--- src/rtl/eisu_pkg.sv ---
// Package: shared widths, field positions and the control register type
// for the edge interrupt and overload status unit.
package eisu_pkg;
    localparam int GPO_W    = 12;          // general-purpose output bits
    localparam int GPI_N    = 4;           // general-purpose inputs
    localparam int OVL_N    = 5;           // overload indicators
    localparam int SRC_N    = GPI_N + 1;   // interrupt sources
    localparam int CTL_W    = 26;          // serial data field width
    localparam int WORD_W   = 32;          // status word width
    localparam int VER_W    = 8;           // version field width
    localparam int ST_GPI   = VER_W;       // status: synced inputs
    localparam int ST_IRQ   = ST_GPI + GPI_N;  // status: interrupt flags
    localparam int ST_OVL   = 20;          // status: overload flags
    localparam int CTL_USED = GPO_W + SRC_N + 1;

    // Control register, packed so that it lines up with data bits 17:0.
    typedef struct packed {
        logic             sel;
        logic [SRC_N-1:0] en;
        logic [GPO_W-1:0] gpo;
    } ctl_t;
endpackage

--- src/rtl/eisu_ctrl_reg.sv ---
// Module: eisu_ctrl_reg
// Holds the control register (outputs, enables, pin select). It loads
// from the low bits of the data field on a write strobe. Assumes the
// strobe is a single-cycle pulse from the serial port. Upper field bits
// are not stored.
module eisu_ctrl_reg
    import eisu_pkg::*;
(
    input  logic             clk,
    input  logic             rst_n,
    input  logic             wr,
    input  logic [CTL_USED-1:0] data,
    output ctl_t             ctl
);
    // Register load on write, clear on reset.
    always_ff @(posedge clk) begin
        if (!rst_n)  ctl <= '0;
        else if (wr) ctl <= ctl_t'(data);
    end


    ctl_hold_chk: assert property (@(posedge clk) disable iff (!rst_n)
        !wr |=> $stable(ctl));
endmodule

--- src/rtl/eisu_gp_edge.sv ---
// Module: eisu_gp_edge
// Synchronizes asynchronous inputs through a chain of STAGES flip-flops
// and flags any level change of the synchronized value. Detection is
// held off until the chain and the previous-value register carry real
// samples taken after reset. Assumes the inputs change slower than the
// clock.
module eisu_gp_edge #(
    parameter int N      = 4,
    parameter int STAGES = 2
) (
    input  logic         clk,
    input  logic         rst_n,
    input  logic [N-1:0] async_in,
    output logic [N-1:0] sync_val,
    output logic [N-1:0] edge_out
);
    localparam int ARM   = STAGES + 1;
    localparam int CNT_W = $clog2(ARM + 1);

    logic [N-1:0]     stage [STAGES];
    logic [N-1:0]     prev;
    logic [CNT_W-1:0] arm_cnt;
    logic             armed;

    // Synchronizer chain, first stage samples the pins.
    always_ff @(posedge clk) begin
        if (!rst_n) begin
            for (int k = 0; k < STAGES; k++) stage[k] <= '0;
        end else begin
            stage[0] <= async_in;
            for (int k = 1; k < STAGES; k++) stage[k] <= stage[k-1];
        end
    end

    assign sync_val = stage[STAGES-1];

    // Previous-value register for change detection.
    always_ff @(posedge clk) begin
        if (!rst_n) prev <= '0;
        else        prev <= sync_val;
    end

    // Startup counter that arms detection once the pipeline is filled.
    always_ff @(posedge clk) begin
        if (!rst_n)        arm_cnt <= '0;
        else if (!armed)   arm_cnt <= arm_cnt + 1'b1;
    end

    assign armed = (arm_cnt == CNT_W'(ARM));

    // Per-bit change detection, gated by the arm state.
    for (genvar i = 0; i < N; i++) begin : g_det
        assign edge_out[i] = armed & (sync_val[i] ^ prev[i]);
    end
endmodule

--- src/rtl/eisu_ovl_latch.sv ---
// Module: eisu_ovl_latch
// Latches overload indicators into sticky flags that clear on a read
// strobe, with a set taking priority over the clear. It also reports
// any change of the indicator vector since the previous cycle. Assumes
// the indicators are already synchronous to clk.
module eisu_ovl_latch #(
    parameter int N = 5
) (
    input  logic         clk,
    input  logic         rst_n,
    input  logic [N-1:0] ovl_in,
    input  logic         clr,
    output logic [N-1:0] flags,
    output logic         change
);
    logic [N-1:0] last;

    // Sticky flags: set wins over clear.
    for (genvar i = 0; i < N; i++) begin : g_flag
        always_ff @(posedge clk) begin
            if (!rst_n)         flags[i] <= 1'b0;
            else if (ovl_in[i]) flags[i] <= 1'b1;
            else if (clr)       flags[i] <= 1'b0;
        end


        ovl_set_chk: assert property (@(posedge clk) disable iff (!rst_n)
            ovl_in[i] |=> flags[i]);

        ovl_clr_chk: assert property (@(posedge clk) disable iff (!rst_n)
            (clr && !ovl_in[i]) |=> !flags[i]);
    end

    // Previous indicator vector for change reporting.
    always_ff @(posedge clk) begin
        if (!rst_n) last <= '0;
        else        last <= ovl_in;
    end

    assign change = |(ovl_in ^ last);
endmodule

--- src/rtl/eisu_irq_flags.sv ---
// Module: eisu_irq_flags
// One sticky flag per interrupt source. An enabled event sets it and a
// read strobe clears it, and an event at the clearing edge survives.
// The request output is the OR of the flags. Assumes events are
// single-cycle indications.
module eisu_irq_flags #(
    parameter int N = 5
) (
    input  logic         clk,
    input  logic         rst_n,
    input  logic [N-1:0] en,
    input  logic [N-1:0] evt,
    input  logic         clr,
    output logic [N-1:0] flags,
    output logic         req
);
    // Per-source flag: enabled event sets, strobe clears.
    for (genvar i = 0; i < N; i++) begin : g_src
        always_ff @(posedge clk) begin
            if (!rst_n)                 flags[i] <= 1'b0;
            else if (en[i] && evt[i])   flags[i] <= 1'b1;
            else if (clr)               flags[i] <= 1'b0;
        end


        irq_hold_chk: assert property (@(posedge clk) disable iff (!rst_n)
            (flags[i] && !clr) |=> flags[i]);
    end

    assign req = |flags;
endmodule

--- src/rtl/eisu_status_unit.sv ---
// Module: eisu_status_unit (top)
// Collects general-purpose inputs and overload indicators, raises
// change-triggered interrupts under the control register enables, and
// assembles the status word for the serial port. The read strobe clears
// flags at the same edge that the serial port captures the word. Assumes
// rd_done is the port's one-cycle end-of-word pulse.
module eisu_status_unit
    import eisu_pkg::*;
#(
    parameter logic [7:0] VERSION     = 8'h5A,
    parameter int         SYNC_STAGES = 2
) (
    input  logic              clk,
    input  logic              rst_n,
    input  logic              ctrl_wr,
    input  logic [CTL_W-1:0]  ctrl_data,
    input  logic [GPI_N-1:0]  gp_in,
    input  logic [OVL_N-1:0]  ovl_in,
    input  logic              rd_done,
    output logic [GPO_W-1:0]  gp_out,
    output logic [WORD_W-1:0] status_word,
    output logic              irq,
    output logic              shared_pin
);
    ctl_t             ctl;
    logic [GPI_N-1:0] gp_sync;
    logic [GPI_N-1:0] gp_edge;
    logic [OVL_N-1:0] ovl_flags;
    logic             ovl_change;
    logic [SRC_N-1:0] irq_flags;
    logic             unused_hi;

    assign unused_hi = ^ctrl_data[CTL_W-1:CTL_USED];

    eisu_ctrl_reg u_ctrl (
        .clk   (clk),
        .rst_n (rst_n),
        .wr    (ctrl_wr),
        .data  (ctrl_data[CTL_USED-1:0]),
        .ctl   (ctl)
    );

    eisu_gp_edge #(.N(GPI_N), .STAGES(SYNC_STAGES)) u_gp (
        .clk      (clk),
        .rst_n    (rst_n),
        .async_in (gp_in),
        .sync_val (gp_sync),
        .edge_out (gp_edge)
    );

    eisu_ovl_latch #(.N(OVL_N)) u_ovl (
        .clk    (clk),
        .rst_n  (rst_n),
        .ovl_in (ovl_in),
        .clr    (rd_done),
        .flags  (ovl_flags),
        .change (ovl_change)
    );

    eisu_irq_flags #(.N(SRC_N)) u_irq (
        .clk   (clk),
        .rst_n (rst_n),
        .en    (ctl.en),
        .evt   ({ovl_change, gp_edge}),
        .clr   (rd_done),
        .flags (irq_flags),
        .req   (irq)
    );

    // Status word assembly, unused fields tied to zero.
    always_comb begin
        status_word                             = '0;
        status_word[VER_W-1:0]                  = VERSION;
        status_word[ST_GPI +: GPI_N]            = gp_sync;
        status_word[ST_IRQ +: SRC_N]            = irq_flags;
        status_word[ST_OVL +: OVL_N]            = ovl_flags;
    end

    // Shared pin function select.
    assign shared_pin = ctl.sel ? irq : ~|ovl_flags;
    assign gp_out     = ctl.gpo;

    // a disabled source with a clear flag stays clear.
    for (genvar i = 0; i < SRC_N; i++) begin : g_dis
        dis_quiet_chk: assert property (@(posedge clk) disable iff (!rst_n)
            (!ctl.en[i] && !irq_flags[i]) |=> !irq_flags[i]);
    end
endmodule

--- config.mk ---
export PLATFORM = sky130hd
export DESIGN_NAME = eisu_status_unit
export DESIGN_NICKNAME = d
export VERILOG_FILES = /design/src/rtl/eisu_pkg.sv /design/src/rtl/eisu_ctrl_reg.sv /design/src/rtl/eisu_gp_edge.sv /design/src/rtl/eisu_ovl_latch.sv /design/src/rtl/eisu_irq_flags.sv /design/src/rtl/eisu_status_unit.sv
export SDC_FILE = /design/constraint.sdc
export NUM_CORES = 1
export LEC_CHECK = 0
export ABC_CLOCK_PERIOD_IN_PS = 1300
export BUFFER_PORTS_ARGS = -buffer_cell sky130_fd_sc_hd__buf_2
export CORE_UTILIZATION = 35
export DETAILED_ROUTE_END_ITERATION = 10
export SLEW_MARGIN = 0
export SYNTH_ARGS = -nofsm -noshare
export SYNTH_HDL_FRONTEND = slang
export SYNTH_SLANG_ARGS = --single-unit
--- constraint.sdc ---
create_clock -name clk -period 1.3 [get_ports clk]
set_input_delay 0.065 -clock clk [delete_from_list [all_inputs] [get_ports clk]]
set_output_delay 0.065 -clock clk [all_outputs]
set_load 0.02 [all_outputs]
==> results of run 1 <==
## power by group through the flow
stage	registers [mW]	logic [mW]	clock network, mW
2_1_floorplan	1.61	0.340	0
3_3_place_gp	1.60	0.397	0
3_5_place_dp	1.60	0.400	0
4_1_cts	1.57	0.416	0.862
5_1_grt	1.58	0.448	0.919
6_report	1.57	0.410	0.815
## worst max path at each step
stage,startpoint,endpoint,slack [ns],cells after the start
final,u_ovl.flags[1],shared_pin,-0.28,4
after floorplan,u_ovl.flags[1],shared_pin,0.03,3
after CTS,u_ovl.flags[1],shared_pin,-0.29,4
after global routing,u_ovl.flags[1],shared_pin,-0.35,4
after global placement,u_ovl.flags[1],shared_pin,0.05,4
after detailed placement,u_ovl.flags[1],shared_pin,0.02,4
## stage by stage
step,area [µm²],hold WS [ns]
after floorplan,1980,0.192
after global placement,2100,0.269
after detailed placement,2100,0.275
after CTS,2230,0.0235
after global routing,2240,0.0278
final,2240,0.0300
## area by class of cell
| cell class | count | area share |
|---|---|---|
| sequential | 47 | 0.421 |
| multi-input combinational | 106 | 0.337 |
| clock inverter | 1 | 0.00224 |
| clock buffer | 7 | 0.0341 |
| tap | 70 | 0.0392 |
| timing repair buffer | 65 | 0.166 |
## what timing repair did
item / CTS / global route
hold buffers: 4 / 0
resized for setup: 3 / 1
hold endpoints to repair: 4 / 0
endpoints found under the setup margin: 1 / 1
## kinds of logic after synthesis
kind of cell,count (synthesis),synth area share
fa+ha+maj,1,0.00652
simple gates,46,0.151
other cells,2,0.00392
buf+inv,41,0.151
flops,47,0.491
compound gates,12,0.0522
mux,19,0.0992
xor+xnor,10,0.0457
## registers in the layout, summed over array words and instances (netlist names)
| register | count |
|---|---|
| u_ctrl.ctl | 18 |
| u_gp.prev | 4 |
| u_ovl.flags | 5 |
| u_irq.flags | 5 |
| u_gp.stage | 8 |
| u_gp.arm_cnt | 2 |
| u_ovl.last | 5 |
## critical path, cell delays in order, from the launching register on
cell and delay, ns:
dfxtp_2 0.33, or4_4 0.55, nor3_4 0.12, a21o_1 0.11, buf_6 0.11
## placed cells by master (no fill, tap or decap), types with 2 or more instances in the layout
master          n
mux2i_1        19
nor3_1          2
conb_1         18
clkbuf_1        2
and2_1         19
xor2_1          6
dfxtp_1        46
nor2b_1        21
a21o_1          5
buf_2          57
xnor2_1         4
a32o_1          4
clkbuf_8        5
buf_4           2
dlygate4sd3_1   4
## per-layer routing
metal,GRT usage,wire length [µm],vias up
met2,0.177,1390,47
met1,0.132,1400,510
met4,0.0346,22,0
met3,0.0335,184,5
met5,0,0,-
li1,-,-,619
==> flow_metrics.tcl, run 1 <==
set metrics [dict create \
    async_flop_share 0 \
    drt-total-wl_mm 3.00 \
    num_rows 26 \
    max_freq_ghz 0.633 \
    timing.final.ws_setup_ns -0.280 \
    synth.avg_cell_area_um2 10.8 \
    min_to "u_ctrl.ctl[2]" \
    violations "setup timing" \
    powerDensity_nw_per_um2 1250 \
    die-area_um2 5780 \
    grt_max_degree 18 \
    fillers 520 \
    finalHoldViolations 0 \
    ys_ff_latch 47 \
    antenna_found_initial 0 \
    hold_depth 3 \
    clock_sinks 47 \
    hpwl_mm 2.24 \
    dr.pass1.iters 2 \
    clockRootBuffer "clkbuf_8" \
    synthTopCellsByCount "47 x dfxtp_1, 36 x buf_4, 21 x nor2b_1" \
    multi_input_area_um2 753 \
    synth_ff_type "dfxtp_1" \
    critical_path.max_fanout 3 \
    clk_latency_ns 0.28 \
    pin_count 85 \
    pwr-share-seq 0.562 \
    ys_warn_count 0 \
    synth-seq-area-share 0.491 \
    slew_headroom 0.569 \
    skew_ns 0.00308 \
    maxCapViolations 0 \
    min_path_type "in2reg" \
    ys_types 21 \
    hp-start "ctrl_data[2]" \
    cts.clk_slew.worst_paths_ns 0.08 \
    synth.largest_area_cell "dfxtp_1" \
    p_comb_frac 0.147 \
    post_cts_buffers 0 \
    cts_tree "done" \
    reg2reg_from "u_gp.arm_cnt[0]" \
    gr-total-overflow 0 \
    power_mw 2.79 \
    synth.most_common_cell "dfxtp_1" \
    ff2ff_path_depth 3 \
    avgRoutedWirePerCell_um 10.1 \
    timing.final.crit_share 1.22 \
    synth_top_area_frac 0.491 \
    vias 1181 \
    drt-initial-drc-count 36 \
    irDropWorstVdd_mv 0.676 \
    drv_slew 0 \
    switching_power_uw 706 \
    synthTopCellsByArea "dfxtp_1 49%, buf_4 14%, mux2i_1 9.9%" \
    die_y_um 76.0 \
    p_int_mw 2.09 \
    pre_cts_ws_ns 0.0214 \
    critPathArrivalTime_ns 1.52 \
    gp_congestion 0.689 \
    r2r_end "u_irq.flags[0]" \
    synth_edf_count 0 \
    seq_area_um2 942 \
    ant_nets 0 \
    crit_type "reg2out" \
    post-route-min-period_ns 1.58 \
    netlist_instances 178 \
    start_kind "flip-flop" \
    grt_pass1_wl_mm 4.87 \
    nets 265 \
    crit_path_end_kind "primary output" \
    setup_viol 1 \
    cts_inserted_buffers 5 \
    die_w_um 76.0 \
    drc 0 \
    place_inst 284 \
    final_util 0.430 \
    clkPwrFrac 0.291 \
    num_antenna_cells 0 \
    grt_pass1_vias 1085 \
    drive_gt1_frac 0.314 \
    area_growth_pct 16.6 \
    p_leak_nw 1.12 \
    numPortBuffers 58 \
    rsz0062_at_grt "yes" \
    floorplan.initialDensity 0.369 \
    tns_ns -0.280 \
    critPathRequiredTime_ns 1.24 \
    fp.coreArea_um2 5200 \
    final_cells 296 \
    clock_path_buffers 2 \
    ff2ff_setup_slack_ns 0.19 \
    swShare 0.253 \
    worst_slew_pin_slew_ns 0.645 \
    vias_per_cell 3.99 \
    htreeDepth 2 \
    syn_area_um2 1920 \
    status "complete, but fails checks" \
    gr-usage-all-layers 0.107 \
]
No activity file was read; power rests on OpenSTA's default activity.
==> inputs of run 2 (changes only) <==
- CORE_ASPECT_RATIO: default -> 0.8
- TNS_END_PERCENT: default -> 5
==> run 2 against run 1 <==
Against the previous run:
- the run ends with DRC, setup timing left
- cell area shrank 0.11%
- critical endpoint unchanged
- worst hold slack worse by 0.014 ns
- critical path depth stayed put
- clock power is 15% higher
- fmax down 0.64%
- routed wire length is 3.4% higher
- sequential cell count is the same
==> flow_metrics.tcl, run 2 (synthesized netlist as in run 1, its figures left out) <==
set metrics [dict create \
    drive_gt1_frac 0.327 \
    cts_inserted_buffers 5 \
    status "complete, but fails checks" \
    p_leak_nw 1.12 \
    irDropWorstVdd_mv 0.747 \
    path_cells "or4_4 > nor3_4 > a21o_1 > buf_6" \
    reg2reg_from "u_gp.arm_cnt[0]" \
    critPathCapture "shared_pin" \
    clockRootBuffer "clkbuf_8" \
    ff2ff_setup_slack_ns 0.19 \
    maxCapViolations 0 \
    drc 6 \
    grt_pass1_vias 1010 \
    finalHoldViolations 0 \
    floorplan.initialDensity 0.372 \
    clock_sinks 47 \
    start_kind "flip-flop" \
    setup_viol 1 \
    hold_slack_ns 0.0158 \
    antenna_found_initial 0 \
    drv_slew 0 \
    worst_path_max_delay_cell "or4_4" \
    gp_congestion 0.679 \
    numPortBuffers 58 \
    crit_path_max_incr_delay_ns 0.54 \
    hpwl_mm 2.22 \
    critPathRequiredTime_ns 1.24 \
    violations "DRC, setup timing" \
    r2r_end "u_irq.flags[0]" \
    area_growth_pct 16.4 \
    worst_slew_pin_slew_ns 0.724 \
    die_w_um 84.8 \
    min_path_type "in2reg" \
    grt_pass1_wl_mm 4.79 \
    crit_type "reg2out" \
    pin_count 85 \
    drt-total-wl_mm 3.10 \
    timing.final.crit_share 1.22 \
    powerDensity_nw_per_um2 1310 \
    clock_path_buffers 2 \
    num_rows 23 \
    grt_max_degree 21 \
    crit_path_end_kind "primary output" \
    final_cell_mix "57 x buf_2, 46 x dfxtp_1, 21 x nor2b_1" \
    regMostFlops "u_ctrl.ctl" \
    placed_cell_area_um2 2070 \
    drt-initial-drc-count 31 \
    place_inst 275 \
    die-area_um2 5780 \
    critPathArrivalTime_ns 1.53 \
    critical_path.max_fanout 2 \
    htreeDepth 2 \
    largestRegisters "u_ctrl.ctl: 18 flops, u_gp.stage: 8 flops" \
    hp-start "ctrl_data[1]" \
    gr-total-overflow 0 \
    cts.clk_slew.worst_paths_ns 0.09 \
    max_freq_ghz 0.629 \
    final_cells 288 \
    largest_register_ff_count 18 \
    nets 265 \
    post-route-min-period_ns 1.59 \
    ant_nets 0 \
    dr.pass1.iters 7 \
    gr-usage-all-layers 0.114 \
    clk_latency_ns 0.30 \
    final_common_cell "buf_2" \
    timing.final.ws_setup_ns -0.291 \
    die_y_um 68.2 \
    num_antenna_cells 0 \
    slew_headroom 0.516 \
    fin_area_um2 2230 \
    cts_tree "done" \
    skew_ns 0.00750 \
    fp.coreArea_um2 5150 \
    vias_per_cell 4.06 \
    avgRoutedWirePerCell_um 10.8 \
    ff2ff_path_depth 3 \
    cp-startpoint "u_ovl.flags[1]" \
    vias 1170 \
    rsz0062_at_grt "yes" \
]
## run 2: cell types whose count changed in the layout (fill, tap and decap cells not counted)
| cell | delta |
|---|---|
| clkbuf_1 | -2 |
| buf_12 | -1 |
| buf_4 | +1 |
| clkinv_2 | -1 |
| clkinvlp_4 | +1 |
| inv_6 | +1 |
| inv_8 | +1 |
| nor3_1 | -1 |
| nor3_2 | +1 |
## run 2: routing by layer
| layer | GRT usage | vias up | part of all wire |
|---|---|---|---|
| met5 | 0 | - | 0 |
| met4 | 0.0572 | 0 | 0.012 |
| met3 | 0.0386 | 5 | 0.055 |
| met2 | 0.168 | 44 | 0.43 |
| met1 | 0.151 | 500 | 0.51 |
| li1 | - | 621 | - |
## run 2: through the flow
stage / power (mW) / TNS (ns) / worst slack, ns / utilization
after floorplan: 1.95 / 0 / 0.0307 / -
after global placement: 1.99 / 0 / 0.0543 / 0.402
after detailed placement: 2.00 / 0 / 0.0436 / 0.402
after CTS: 2.96 / -0.286 / -0.286 / 0.431
after global routing: 3.08 / -0.393 / -0.382 / 0.434
final: 2.92 / -0.291 / -0.291 / 0.434
## run 2: repair_timing
action / CTS / global route
endpoints found under the hold margin: 4 / 0
endpoints found under the setup margin: 2 / 2
buffers inserted: 0 / 1
gates resized for setup: 4 / 1
hold buffers: 4 / 0
## run 2: power by group
group,total [mW],switching [mW],internal (mW)
combinational,0.411,0.226,0.185
clock,0.939,0.541,0.399
sequential,1.57,0.0451,1.52
## run 2: how the worst min path moves through the flow
stage | cells past startpoint | endpoint | slack (ns)
2_1_floorplan | 1 | u_gp.stage[0][0] | 0.19
3_3_place_gp | 2 | u_gp.stage[0][0] | 0.27
3_5_place_dp | 2 | u_gp.stage[0][0] | 0.27
4_1_cts | 3 | u_ctrl.ctl[1] | 0.007
5_1_grt | 3 | u_ctrl.ctl[11] | 0.006
6_report | 3 | u_ctrl.ctl[1] | 0.02
## run 2: layout make-up
class	instances	area (µm²)
fillers	512	2920
flip-flops and latches	47	942
multi-input cells	106	758
repair buffers	65	359
well taps	62	77.6
clock buffers	5	68.8
clock inverters	3	27.5
## run 2: critical path, delay by kind of cell, from the launching register on
kind                   cells  cell delay (ns)
AO/OA/AOI/OAI              1             0.11
buffers and inverters      1             0.11
flip-flops                 1             0.33
AND/OR/NAND/NOR            2             0.67
==> inputs of run 3 (changes only) <==
- ABC_CLOCK_PERIOD_IN_PS: 1300 -> 1600
- clock period: 1.3 -> 1.6 ns (I/O delays scaled with it)
==> run 3 against run 2 <==
Against the previous run:
- the flow finishes with violations (DRC)
- sequential power is 19% lower
- via count is 1.8% lower
- total power is 20% lower
- register-to-register slack better by 0.30 ns
- sequential cell count stayed put
- critical path type unchanged
- worst setup slack better by 0.31 ns
- count of clock-buffer cells in the layout stayed put
- worst hold slack better by 0.017 ns
- largest cell class unchanged
- first-iteration DRC count is 3.2% higher
==> flow_metrics.tcl, run 3 (synthesized netlist as in run 1, its figures left out) <==
set metrics [dict create \
    cts_inserted_buffers 5 \
    timing.final.crit_share 0.990 \
    powerDensity_nw_per_um2 1060 \
    clock_path_buffers 2 \
    seq_area_um2 942 \
    hpwl_mm 2.20 \
    start_kind "flip-flop" \
    crit_family "simple AND/OR/NAND/NOR gates" \
    critPathArrivalTime_ns 1.50 \
    drt-total-wl_mm 2.99 \
    die-area_um2 5780 \
    min_to "u_ovl.last[2]" \
    nets 263 \
    violations "DRC" \
    critPathRequiredTime_ns 1.52 \
    setup_viol 0 \
    dr.pass1.iters 7 \
    p_leak_nw 1.11 \
    clockRootBuffer "clkbuf_8" \
    cts_tree "done" \
    worst_path_max_delay_cell "or4_4" \
    multi_input_area_um2 747 \
    vias 1149 \
    status "complete, but fails checks" \
    pre_cts_ws_ns 0.299 \
    hold_slack_ns 0.0328 \
    grt_pass1_vias 991 \
    r2r_end "u_irq.flags[0]" \
    area_growth_pct 15.1 \
    grt_pass1_wl_mm 4.60 \
    num_antenna_cells 0 \
    timing.final.ws_setup_ns 0.0155 \
    largestRegisters "u_ctrl.ctl: 18 flops, u_gp.stage: 8 flops" \
    gp_congestion 0.698 \
    rsz0062_at_grt "yes" \
    drive_gt1_frac 0.317 \
    crit_type "reg2out" \
    min_path_type "in2reg" \
    antenna_found_initial 0 \
    grt_max_degree 22 \
    crit_path_max_incr_delay_ns 0.52 \
    finalHoldViolations 0 \
    fp.coreArea_um2 5150 \
    reg2reg_from "u_gp.arm_cnt[0]" \
    regMostFlops "u_ctrl.ctl" \
    critical_path.max_fanout 3 \
    worst_slew_pin_slew_ns 0.706 \
    final_common_cell "buf_2" \
    skew_ns 0.00521 \
    clock_sinks 47 \
    path_cells "or4_4 > nor3_2 > a21o_1 > buf_6" \
    die_w_um 84.8 \
    hp-start "ovl_in[2]" \
    tns_ns 0 \
    irDropWorstVdd_mv 0.496 \
    maxCapViolations 0 \
    cts.clk_slew.worst_paths_ns 0.09 \
    ff2ff_path_depth 3 \
    largest_register_ff_count 18 \
    gr-total-overflow 0 \
    cp_num_buf_inv 1 \
    final_cell_mix "57 x buf_2, 46 x dfxtp_1, 21 x nor2b_1" \
    avgRoutedWirePerCell_um 10.5 \
    num_rows 23 \
    pin_count 85 \
    floorplan.initialDensity 0.372 \
    hold_depth 2 \
    clk_latency_ns 0.30 \
    crit_path_end_kind "primary output" \
    post-route-min-period_ns 1.58 \
    die_y_um 68.2 \
    slew_headroom 0.529 \
    htreeDepth 2 \
    drv_slew 0 \
    max_freq_ghz 0.631 \
    numPortBuffers 58 \
    vias_per_cell 4.02 \
    drc 6 \
    gr-usage-all-layers 0.107 \
    fillers 519 \
    ant_nets 0 \
    ff2ff_setup_slack_ns 0.49 \
    drt-initial-drc-count 32 \
]
run 3: stage by stage:
step | utilization | cell area, µm² | cells | power (mW)
6_report | 0.428 | 2210 | 286 | 2.34
4_1_cts | 0.428 | 2210 | 286 | 2.39
5_1_grt | 0.428 | 2210 | 286 | 2.48
3_3_place_gp | 0.401 | 2060 | 274 | 1.62
2_1_floorplan | - | 1980 | 194 | 1.59
3_5_place_dp | 0.401 | 2060 | 274 | 1.62
run 3: routing by layer:
| metal | vias up | GRT usage | wire length [µm] |
|---|---|---|---|
| li1 | 617 | - | - |
| met1 | 485 | 0.138 | 1480 |
| met2 | 42 | 0.160 | 1300 |
| met3 | 5 | 0.0398 | 177 |
| met4 | 0 | 0.0508 | 29 |
| met5 | - | 0 | 0 |
run 3: timing repair:
item	in CTS	in global routing
buffers inserted	0	0
hold buffers	4	0
resized for setup	3	0
setup endpoints to repair	1	1
endpoints found under the hold margin	4	0
run 3: worst max-delay path by stage:
stage | start | end | slack (ns) | cells past startpoint
floorplan | u_ovl.flags[1] | shared_pin | 0.32 | 3
global placement | rst_n | u_ovl.flags[1] | 0.29 | 3
detailed placement | rst_n | u_ovl.flags[1] | 0.30 | 3
CTS | u_ovl.flags[1] | shared_pin | -0.01 | 4
global route | u_ovl.flags[1] | shared_pin | -0.08 | 4
finish | u_ovl.flags[1] | shared_pin | 0.02 | 4
run 3: area by class of cell:
type                    count  share of cell area
clock buffers               5              0.0312
well taps                  62              0.0351
clock inverters             3              0.0125
flip-flops and latches     47               0.427
multi-input cells         106               0.338
repair buffers             63               0.156
run 3: power breakdown:
part           leakage [nW]  switching (mW)  total [mW]  internal, mW
Combinational         0.677           0.179       0.324         0.145
Clock                0.0467           0.418       0.741         0.324
Sequential            0.388          0.0359        1.27          1.24
Total                  1.11           0.632        2.34          1.71
run 3: worst register-to-register path, stage by stage, from the launching register on:
cell,delay [ns]
dfxtp_1,0.33
ha_1,0.24
and2_1,0.19
a32o_1,0.26
